### src/rtl/rdb_pkg.sv
package rdb_pkg;
  typedef enum logic [1:0] {
    KIND_MEM  = 2'b00,
    KIND_IO   = 2'b01,
    KIND_CFG  = 2'b10,
    KIND_IACK = 2'b11
  } req_kind_t;

  typedef enum logic [1:0] {
    ST_IDLE = 2'b00,
    ST_ARB  = 2'b01,
    ST_XFER = 2'b10
  } rd_state_t;

  localparam logic [1:0] MODE_LINEAR = 2'b00;
  localparam logic [1:0] MODE_WRAP   = 2'b10;
endpackage

### src/rtl/rdb_linebuf.sv
module rdb_linebuf #(
  parameter int DEPTH = 4,
  parameter int WIDTH = 64,
  localparam int IW = $clog2(DEPTH)
) (
  input  logic             clk,
  input  logic             wr_en,
  input  logic [IW-1:0]    wr_idx,
  input  logic [WIDTH-1:0] wr_data,
  input  logic [IW-1:0]    rd_idx,
  output logic [WIDTH-1:0] rd_data
);
  logic [WIDTH-1:0] mem [DEPTH];

  always_ff @(posedge clk) begin
    if (wr_en) mem[wr_idx] <= wr_data;
    rd_data <= mem[rd_idx];
  end
endmodule

### src/rtl/rdb_addrgen.sv
module rdb_addrgen import rdb_pkg::*; #(
  parameter int AW   = 32,
  parameter int BW   = 2,
  parameter int BOFF = 3,
  localparam int LINE_W = AW - BW - BOFF
) (
  input  logic [LINE_W-1:0] line,
  input  logic [BW-1:0]     slot,
  input  logic              burst,
  output logic [AW-1:0]     addr,
  output logic [1:0]        mode
);
  always_comb begin
    addr = {line, slot, {BOFF{1'b0}}};
    mode = (burst && (slot != '0)) ? MODE_WRAP : MODE_LINEAR;
  end
endmodule

### src/rtl/rdbuf_bridge.sv
module rdbuf_bridge import rdb_pkg::*; #(
  parameter int AW    = 32,
  parameter int DW    = 32,
  parameter int BEATS = 4,
  localparam int BW     = $clog2(BEATS),
  localparam int LW     = 2 * DW,
  localparam int BOFF   = $clog2(LW / 8),
  localparam int OFF    = BW + BOFF,
  localparam int LINE_W = AW - OFF
) (
  input  logic          clk,
  input  logic          rst,
  input  logic          lreq_valid,
  input  logic [AW-1:0] lreq_addr,
  input  logic [1:0]    lreq_kind,
  input  logic          lreq_burst,
  output logic          l_ack,
  output logic          l_retry,
  output logic          l_err,
  input  logic [BW-1:0] rd_idx,
  output logic [LW-1:0] rd_data,
  input  logic          in_req,
  output logic          p_req,
  input  logic          p_gnt,
  output logic          p_start,
  output logic [AW-1:0] p_addr,
  output logic [1:0]    p_cmd,
  output logic [1:0]    p_mode,
  input  logic          p_dvalid,
  input  logic [DW-1:0] p_data,
  input  logic          p_disc,
  input  logic          p_abort
);
  rd_state_t         st;
  logic [LINE_W-1:0] line_q;
  logic [BW-1:0]     s0_q;
  logic [BW:0]       nb_q;
  logic [BW:0]       k_q;
  logic              half_q;
  logic [DW-1:0]     lo_q;
  logic              burst_q;
  logic [1:0]        kind_q;
  logic              resumed_q;

  logic [BW-1:0]     slot;
  logic              last_beat;
  logic              wr_en;
  logic [AW-1:0]     ag_addr;
  logic [1:0]        ag_mode;
  logic              new_burst;

  assign slot      = s0_q + k_q[BW-1:0];
  assign last_beat = ((k_q + 1'b1) == nb_q);
  assign wr_en     = (st == ST_XFER) && !p_abort && p_dvalid && half_q;
  assign p_req     = (st != ST_IDLE);
  assign new_burst = lreq_burst && (lreq_kind == KIND_MEM);

  rdb_addrgen #(.AW(AW), .BW(BW), .BOFF(BOFF)) u_ag (
    .line  (line_q),
    .slot  (slot),
    .burst (burst_q),
    .addr  (ag_addr),
    .mode  (ag_mode)
  );

  rdb_linebuf #(.DEPTH(BEATS), .WIDTH(LW)) u_buf (
    .clk     (clk),
    .wr_en   (wr_en),
    .wr_idx  (slot),
    .wr_data ({p_data, lo_q}),
    .rd_idx  (rd_idx),
    .rd_data (rd_data)
  );

  always_ff @(posedge clk) begin
    if (rst) begin
      st        <= ST_IDLE;
      line_q    <= '0;
      s0_q      <= '0;
      nb_q      <= '0;
      k_q       <= '0;
      half_q    <= 1'b0;
      lo_q      <= '0;
      burst_q   <= 1'b0;
      kind_q    <= KIND_MEM;
      resumed_q <= 1'b0;
      l_ack     <= 1'b0;
      l_retry   <= 1'b0;
      l_err     <= 1'b0;
      p_start   <= 1'b0;
      p_addr    <= '0;
      p_cmd     <= '0;
      p_mode    <= MODE_LINEAR;
    end else begin
      l_ack   <= 1'b0;
      l_retry <= 1'b0;
      l_err   <= 1'b0;
      p_start <= 1'b0;
      case (st)
        ST_IDLE: begin
          if (lreq_valid) begin
            line_q    <= lreq_addr[AW-1:OFF];
            s0_q      <= lreq_addr[OFF-1 -: BW];
            kind_q    <= lreq_kind;
            burst_q   <= new_burst;
            nb_q      <= new_burst ? (BW+1)'(BEATS) : (BW+1)'(1);
            k_q       <= '0;
            half_q    <= 1'b0;
            resumed_q <= 1'b0;
            st        <= ST_ARB;
          end
        end
        ST_ARB: begin
          if (resumed_q && in_req) begin
            l_retry <= 1'b1;
            st      <= ST_IDLE;
          end else if (p_gnt) begin
            p_start <= 1'b1;
            p_addr  <= ag_addr;
            p_mode  <= ag_mode;
            p_cmd   <= kind_q;
            half_q  <= 1'b0;
            st      <= ST_XFER;
          end
        end
        ST_XFER: begin
          if (p_abort) begin
            l_err <= 1'b1;
            st    <= ST_IDLE;
          end else begin
            if (p_dvalid) begin
              if (!half_q) begin
                lo_q   <= p_data;
                half_q <= 1'b1;
              end else begin
                half_q <= 1'b0;
                k_q    <= k_q + 1'b1;
                if (last_beat) begin
                  l_ack <= 1'b1;
                  st    <= ST_IDLE;
                end
              end
            end
            if (p_disc && !(p_dvalid && half_q && last_beat)) begin
              half_q    <= 1'b0;
              resumed_q <= 1'b1;
              st        <= ST_ARB;
            end
          end
        end
        default: st <= ST_IDLE;
      endcase
    end
  end

  // completion responses never overlap
  a_r10_one_response: assert property (@(posedge clk) disable iff (rst)
    $onehot0({l_ack, l_retry, l_err}));

  // bus request only released together with a local response
  a_r10_req_held: assert property (@(posedge clk) disable iff (rst)
    $fell(p_req) |-> (l_ack || l_retry || l_err));

  // address phase lasts one cycle
  a_r10_start_pulse: assert property (@(posedge clk) disable iff (rst)
    p_start |=> !p_start);

  // acknowledge only directly after a sampled data phase
  a_r4_ack_after_data: assert property (@(posedge clk) disable iff (rst)
    l_ack |-> $past(p_dvalid));

  // a retry is always caused by a sampled inbound request
  a_r8_retry_cause: assert property (@(posedge clk) disable iff (rst)
    l_retry |-> $past(in_req));

  // an error response is always caused by a sampled abort
  a_r9_err_cause: assert property (@(posedge clk) disable iff (rst)
    l_err |-> $past(p_abort));

  // non-memory transactions never use wrap ordering
  a_r6_single_linear: assert property (@(posedge clk) disable iff (rst)
    (p_start && (p_cmd != KIND_MEM)) |-> (p_mode == MODE_LINEAR));
endmodule

### config.mk
export PLATFORM = sky130hd
export DESIGN_NAME = rdbuf_bridge
export DESIGN_NICKNAME = d
export VERILOG_FILES = /design/src/rtl/rdb_pkg.sv /design/src/rtl/rdb_linebuf.sv /design/src/rtl/rdb_addrgen.sv /design/src/rtl/rdbuf_bridge.sv
export SDC_FILE = /design/constraint.sdc
export NUM_CORES = 1
export LEC_CHECK = 0
export BUFFER_PORTS_ARGS = -buffer_cell sky130_fd_sc_hd__buf_2
export CAP_MARGIN = 20
export CORE_ASPECT_RATIO = 0.9
export CORE_MARGIN = 3
export CORE_UTILIZATION = 35
export DETAILED_ROUTE_END_ITERATION = 10
export SLEW_MARGIN = 20
export SYNTH_ARGS = -nofsm -noshare
export SYNTH_HDL_FRONTEND = slang
export SYNTH_SLANG_ARGS = --single-unit
### constraint.sdc
create_clock -name clk -period 10 [get_ports clk]
set_input_delay 2 -clock clk [delete_from_list [all_inputs] [get_ports clk]]
set_output_delay 2 -clock clk [all_outputs]
set_load 0.01 [all_outputs]
## After elaboration in Yosys (flattened, before gate mapping)

Memory sizes are Yosys's and may differ from the RTL's. A register that Yosys moved wholly into a read port is not among the register bits.
Index checks and enable logic that the tools add are counted.

- Add/subtract/negate cells: 2
- Equality and inequality tests: 15
- Muxes and demuxes: 33
- Bitwise logic cells: 6
- Reduce and logical (&&, ||, !) cells: 28

Operator list:

| cell | number |
|---|---|
| 2-bit two-way mux | 9 |
| 1-bit two-way mux | 15 |
| 3-bit two-way mux | 5 |
| 2-bit != test, second input constant | 6 |
| 4-bit by 3-bit != test with 1-bit output, second input constant | 3 |
| 5-bit AND reduction | 2 |
| 1-bit logical AND | 9 |
| 4-bit AND reduction | 2 |
| 1-bit NOT | 6 |
| 2-bit one-hot mux with 3 select lines | 1 |
| 3-bit one-hot mux with 2 select lines | 1 |
| 6-bit AND reduction | 1 |
| 2-bit nonzero test | 3 |
| 5-bit OR reduction | 1 |
| 2-bit logical NOT | 2 |
| 2-bit OR reduction | 2 |
| 3-bit by 1-bit adder with 3-bit output, second input constant | 1 |
| 3-bit equality test | 1 |
| 3-bit by 2-bit != test with 1-bit output, second input constant | 1 |
| 3-bit != test, second input constant | 1 |
| 1-bit one-hot mux with 3 select lines | 1 |
| 3-bit AND reduction | 1 |
| 3-bit nonzero test | 1 |
| 3-bit OR reduction | 1 |
| 7 further kinds | 8 |

- Bits in registers: 111
- Memory bits (writable): 256
- Output and inout bits: 105
- Word-level logic and storage cells: 102
- Memories kept: 1

Memories:

| name | depth | width | read ports | clocked after memory_dff | wr ports | RTL line | RTL |
|---|---|---|---|---|---|---|---|
| u_buf.mem | 4 | 64 | 1 | 1 | 1 | rdb_linebuf.sv:13 | `logic [WIDTH-1:0] mem [DEPTH];` |

## Longest topological paths before layout

- Word-level depth: 8
- Mapped depth: 7

## Modules after synthesis

From an unflattened synthesis, not the netlist that was laid out.

- Cell total of the unflattened synthesis: 944
- Area total of the unflattened synthesis: 14978.1 µm²

Modules (own cells, without submodules):

| module | instances | cells an instance | area an instance (µm²) |
|---|---|---|---|
| rdb_linebuf | 1 | 402 | 10622.7 |
| rdbuf_bridge | 1 | 507 | 4096.4 |
| rdb_addrgen | 1 | 35 | 259.0 |

## Least setup slack after synthesis

OpenSTA, ideal clock, no wires.

- Kind: input port to flip-flop
- Start: in p_abort
- End: mem u_buf.mem[2][0], enable pin
- Setup time: 0.578 ns
- Arrival time: 7.212 ns
- Required time: 9.422 ns
- Slack: 2.210 ns
- Stages on the path: 3
- Buffers on the path: 0
- Cell sequence: nor3b_1 -> nand3_1 -> nor3b_1

- Word-level cells in the longest chain between the ends: 6

Ends and longest elaborated chain:

| element | RTL line | RTL |
|---|---|---|
| start, declared | rdbuf_bridge.sv:32 | `input logic p_abort` |
| 1-bit logical NOT | rdbuf_bridge.sv:54 | `assign wr_en = (st == ST_XFER) && !p_abort && p_dvalid && half_q;` |
| 1-bit logical AND (3 in a row) | rdbuf_bridge.sv:54 |  |
| 1-bit two-way mux | rdb_linebuf.sv:16 | `if (wr_en) mem[wr_idx] <= wr_data;` |
| 1-bit two-way mux (implied by the code) | rdb_linebuf.sv:16 |  |
| end, declared | rdb_linebuf.sv:13 |  |

No other way between the ends.

## Final worst setup path

- Start: in p_abort
- End: mem u_buf.mem[0][28], enable pin

The elaborated chain is that of the path after synthesis.

==> metrics <==
status=completed; Vias=7883; CP required=10.18 ns; CP Launch Point=p_abort; synthesized area per cell=16.1 µm²; Hold Crit Class=flop to flop; slowest cell on the critical path=buf_4; synth warn=0; reg2reg end=u_buf.mem[2][53]$_DFFE_PP_; crit path cell chain=buf_2, nor3b_1, nand3_1, nor3_2, buf_4, buf_4; r2r startpoint=k_q[0]$_SDFFE_PP0P_; Post-synth EDFFs=256; Core Area=40800 µm²; post-route DRC violation count=0; hold_buf cts=0; post-synthesis simple-gate area fraction=6.65%; fmax=0.266 GHz; Core Rows=70; maximum capacitance violations=0; CTS HTree Levels=2; synthesized cell area=14500 µm²; initial antenna violation count=3; Crit path max-delay family=buffers and inverters; Clk pin slew, worst setup/hold paths=0.06 ns; overall routing resource usage=13.7%; met1 GRT Util=18.2%; met3 Usage GRT=4.41%; GP Congestion=0.733; die area=43900 µm²; P_leak=0.00645 µW; TritonCTS buffer count=45; Worst path most repeated cell=buf_4; CTS sink cnt=428; FF+latch area=11100 µm²; WP depth=6; Crit Path Class=input pin to flop; port bufs=174; DRT Pass-1 Iters=5; RSZ-0062 raised after global routing=no; worst slew pin tran=1.05 ns; Post-CTS Resized=0; setup TNS=0 ns; Non-Filler Instances=1662; Reg2Reg Setup Slack=7.08 ns; Slew HR=29.9%; Synth Area in Compound Gates=3.94%; worst skew pair latency=0.57 ns; final layout net count=1163; Setup crit start kind=input pin; Worst Skew=0.0261 ns; clk root buf=clkbuf_16; GR Overflow Total=0; ys async rst share=0%; initial core utilization=35.6%; routed len/inst=18.0 µm; Placed Instances=1577; mux share of post-synthesis cell area=10.2%; min cycle time layout=3.76 ns; gr busiest metal=met2; maximum root-to-sink buffer count=3; area of the multi-input gates=3140 µm²; Setup crit end=u_buf.mem[0][28]$_DFFE_PP_; synthesized netlist cell count=902; Final setup viols=0; die width=221 µm; CP Capture Type=flop; number of global-route vias before repair=7969; WP buf/inv=3; main flop type after synthesis=edfxtp_1; count of cell types in the netlist=44; Ports=182; Slew Viols, Final=0; sequential area share after synthesis=76.7%; largest family of logic cells by synthesized area=multiplexers; final worst path period share=37.6%; CTS tree=yes; met2 usage=21.3%; vias per cell=4.74; synthesis-stage register bit count=428; final wirelength=29.9 mm; Worst EP arrival=3.95 ns; Slowest Stage Delay on Critical Path=0.62 ns; PwrDens=208 nW/µm²; largest net degree at the start of global routing=65; HPWL Detailed=16.9 mm; P&R area growth vs syn=19.9%; synthesized-area fraction occupied by adder cells=0.172%; VDD IR max=0.000118 V; FF-to-FF path depth=5; Layout fillers=3732; drt initial violations=437; Die Ht=199 µm; post-route ant nets=0; Post-CTS Setup Bufs=0; XOR/XNOR share of the synthesized area=0.345%; CP max FO=39; share of layout cells above drive strength 1=29.3%; final hold viol count=0; first-pass GRT wire length=45.4 mm
==> layout make-up <==
class / instances / area share (%)
inverters: 5 / 0.108
flip-flops and latches: 428 / 64.0
repair buffers: 186 / 5.57
clock buffers: 66 / 7.57
well taps: 540 / 3.88
multi-input cells: 418 / 18.0
diodes: 1 / 0.0144
clock inverters: 18 / 0.863
==> cell usage in the layout, fill, tap and decap left out, types with 2 or more instances in the layout <==
cell type,n
a21oi_1,100
clkinvlp_4,2
nand4_1,2
dfxtp_1,172
clkbuf_8,9
nand3_1,5
clkinv_2,4
ha_1,2
nor2_1,8
xnor2_1,3
o211ai_1,2
mux2i_1,4
nand2_1,192
clkbuf_16,46
nand4b_1,2
inv_1,4
clkinv_1,5
mux4_2,64
conb_1,4
inv_6,2
or2_2,2
and2_1,2
clkinv_4,2
buf_4,15
buf_2,171
clkbuf_1,11
edfxtp_1,256
==> cell usage after synthesis, types with 2 or more instances <==
| master | instances | area (µm²) |
|---|---|---|
| edfxtp_1 | 256 | 7690 |
| nand2_1 | 192 | 721 |
| dfxtp_1 | 172 | 3440 |
| a21oi_1 | 100 | 500 |
| mux4_2 | 64 | 1440 |
| clkbuf_1 | 32 | 120 |
| buf_2 | 13 | 65.1 |
| nor2_1 | 10 | 37.5 |
| nand3_1 | 5 | 25.0 |
| buf_4 | 4 | 30.0 |
| buf_6 | 4 | 45.0 |
| inv_1 | 4 | 15.0 |
| mux2i_1 | 4 | 40.0 |
| xnor2_1 | 3 | 26.3 |
| and2_1 | 2 | 12.5 |
| ha_1 | 2 | 25.0 |
| nand4_1 | 2 | 12.5 |
| nand4b_1 | 2 | 17.5 |
| nor2b_1 | 2 | 12.5 |
| nor3_1 | 2 | 10.0 |
| nor3b_1 | 2 | 15.0 |
| o211ai_1 | 2 | 15.0 |
| or2_2 | 2 | 12.5 |
==> worst min path at each step <==
stage | start | to | cells after the start
floorplan | line_q[5]$_SDFFE_PP0P_ | p_addr[10]$_SDFFE_PP0P_ | 2
finish | line_q[6]$_SDFFE_PP0P_ | p_addr[11]$_SDFFE_PP0P_ | 2
global route | line_q[6]$_SDFFE_PP0P_ | p_addr[11]$_SDFFE_PP0P_ | 2
global placement | line_q[0]$_SDFFE_PP0P_ | p_addr[5]$_SDFFE_PP0P_ | 2
CTS | line_q[6]$_SDFFE_PP0P_ | p_addr[11]$_SDFFE_PP0P_ | 2
detailed placement | kind_q[0]$_SDFFE_PP0P_ | p_cmd[0]$_SDFFE_PP0P_ | 2
==> routing by layer <==
| layer | part of all wire, % | wire [µm] |
|---|---|---|
| met2 | 46 | 13800 |
| met4 | 1.9 | 571 |
| met5 | 0.084 | 25 |
| met1 | 44 | 13100 |
| met3 | 8.1 | 2410 |
==> tightest hold or removal path: stages, from the launching register on <==
cell     delay (ns)
dfxtp_1        0.31
nand2_1        0.05
a21oi_1        0.05
==> flip-flops by register name, summed over array words and instances (netlist names), 3 cells and up <==
signal,count
p_addr,29
u_buf.mem,256
line_q,27
u_buf.rd_data,64
k_q,3
lo_q,32
==> kinds of logic (layout without fill, tap and decap cells) <==
kind of cell             count (synthesis)  after routing
flip-flops                             428            428
adder cells (fa/ha/maj)                  2              2
buffers and inverters                   59            275
AND/OR/NAND/NOR                        231            231
other                                    1              5
AO/OA/AOI/OAI                          109            109
XOR/XNOR                                 4              4
multiplexers                            68             68
==> report_power, final <==
| part | internal, µW | switching [µW] |
|---|---|---|
| combinational | 49.8 | 76.5 |
| clock | 926 | 677 |
| sequential | 1880 | 11.5 |
==> per-stage QoR <==
stage	utilization, %	area, µm²	worst slack, ns	total power (µW)	hold WS [ns]
finish	42.6	17400	6.24	3620	0.437
global route	42.6	17400	6.01	3760	0.446
CTS	42.6	17400	6.20	3680	0.435
detailed placement	39.0	15900	5.60	2060	0.446
global placement	39.0	15900	5.58	2060	0.439
floorplan	-	14500	2.21	2000	0.432
Power figures use the tool's default switching activity.
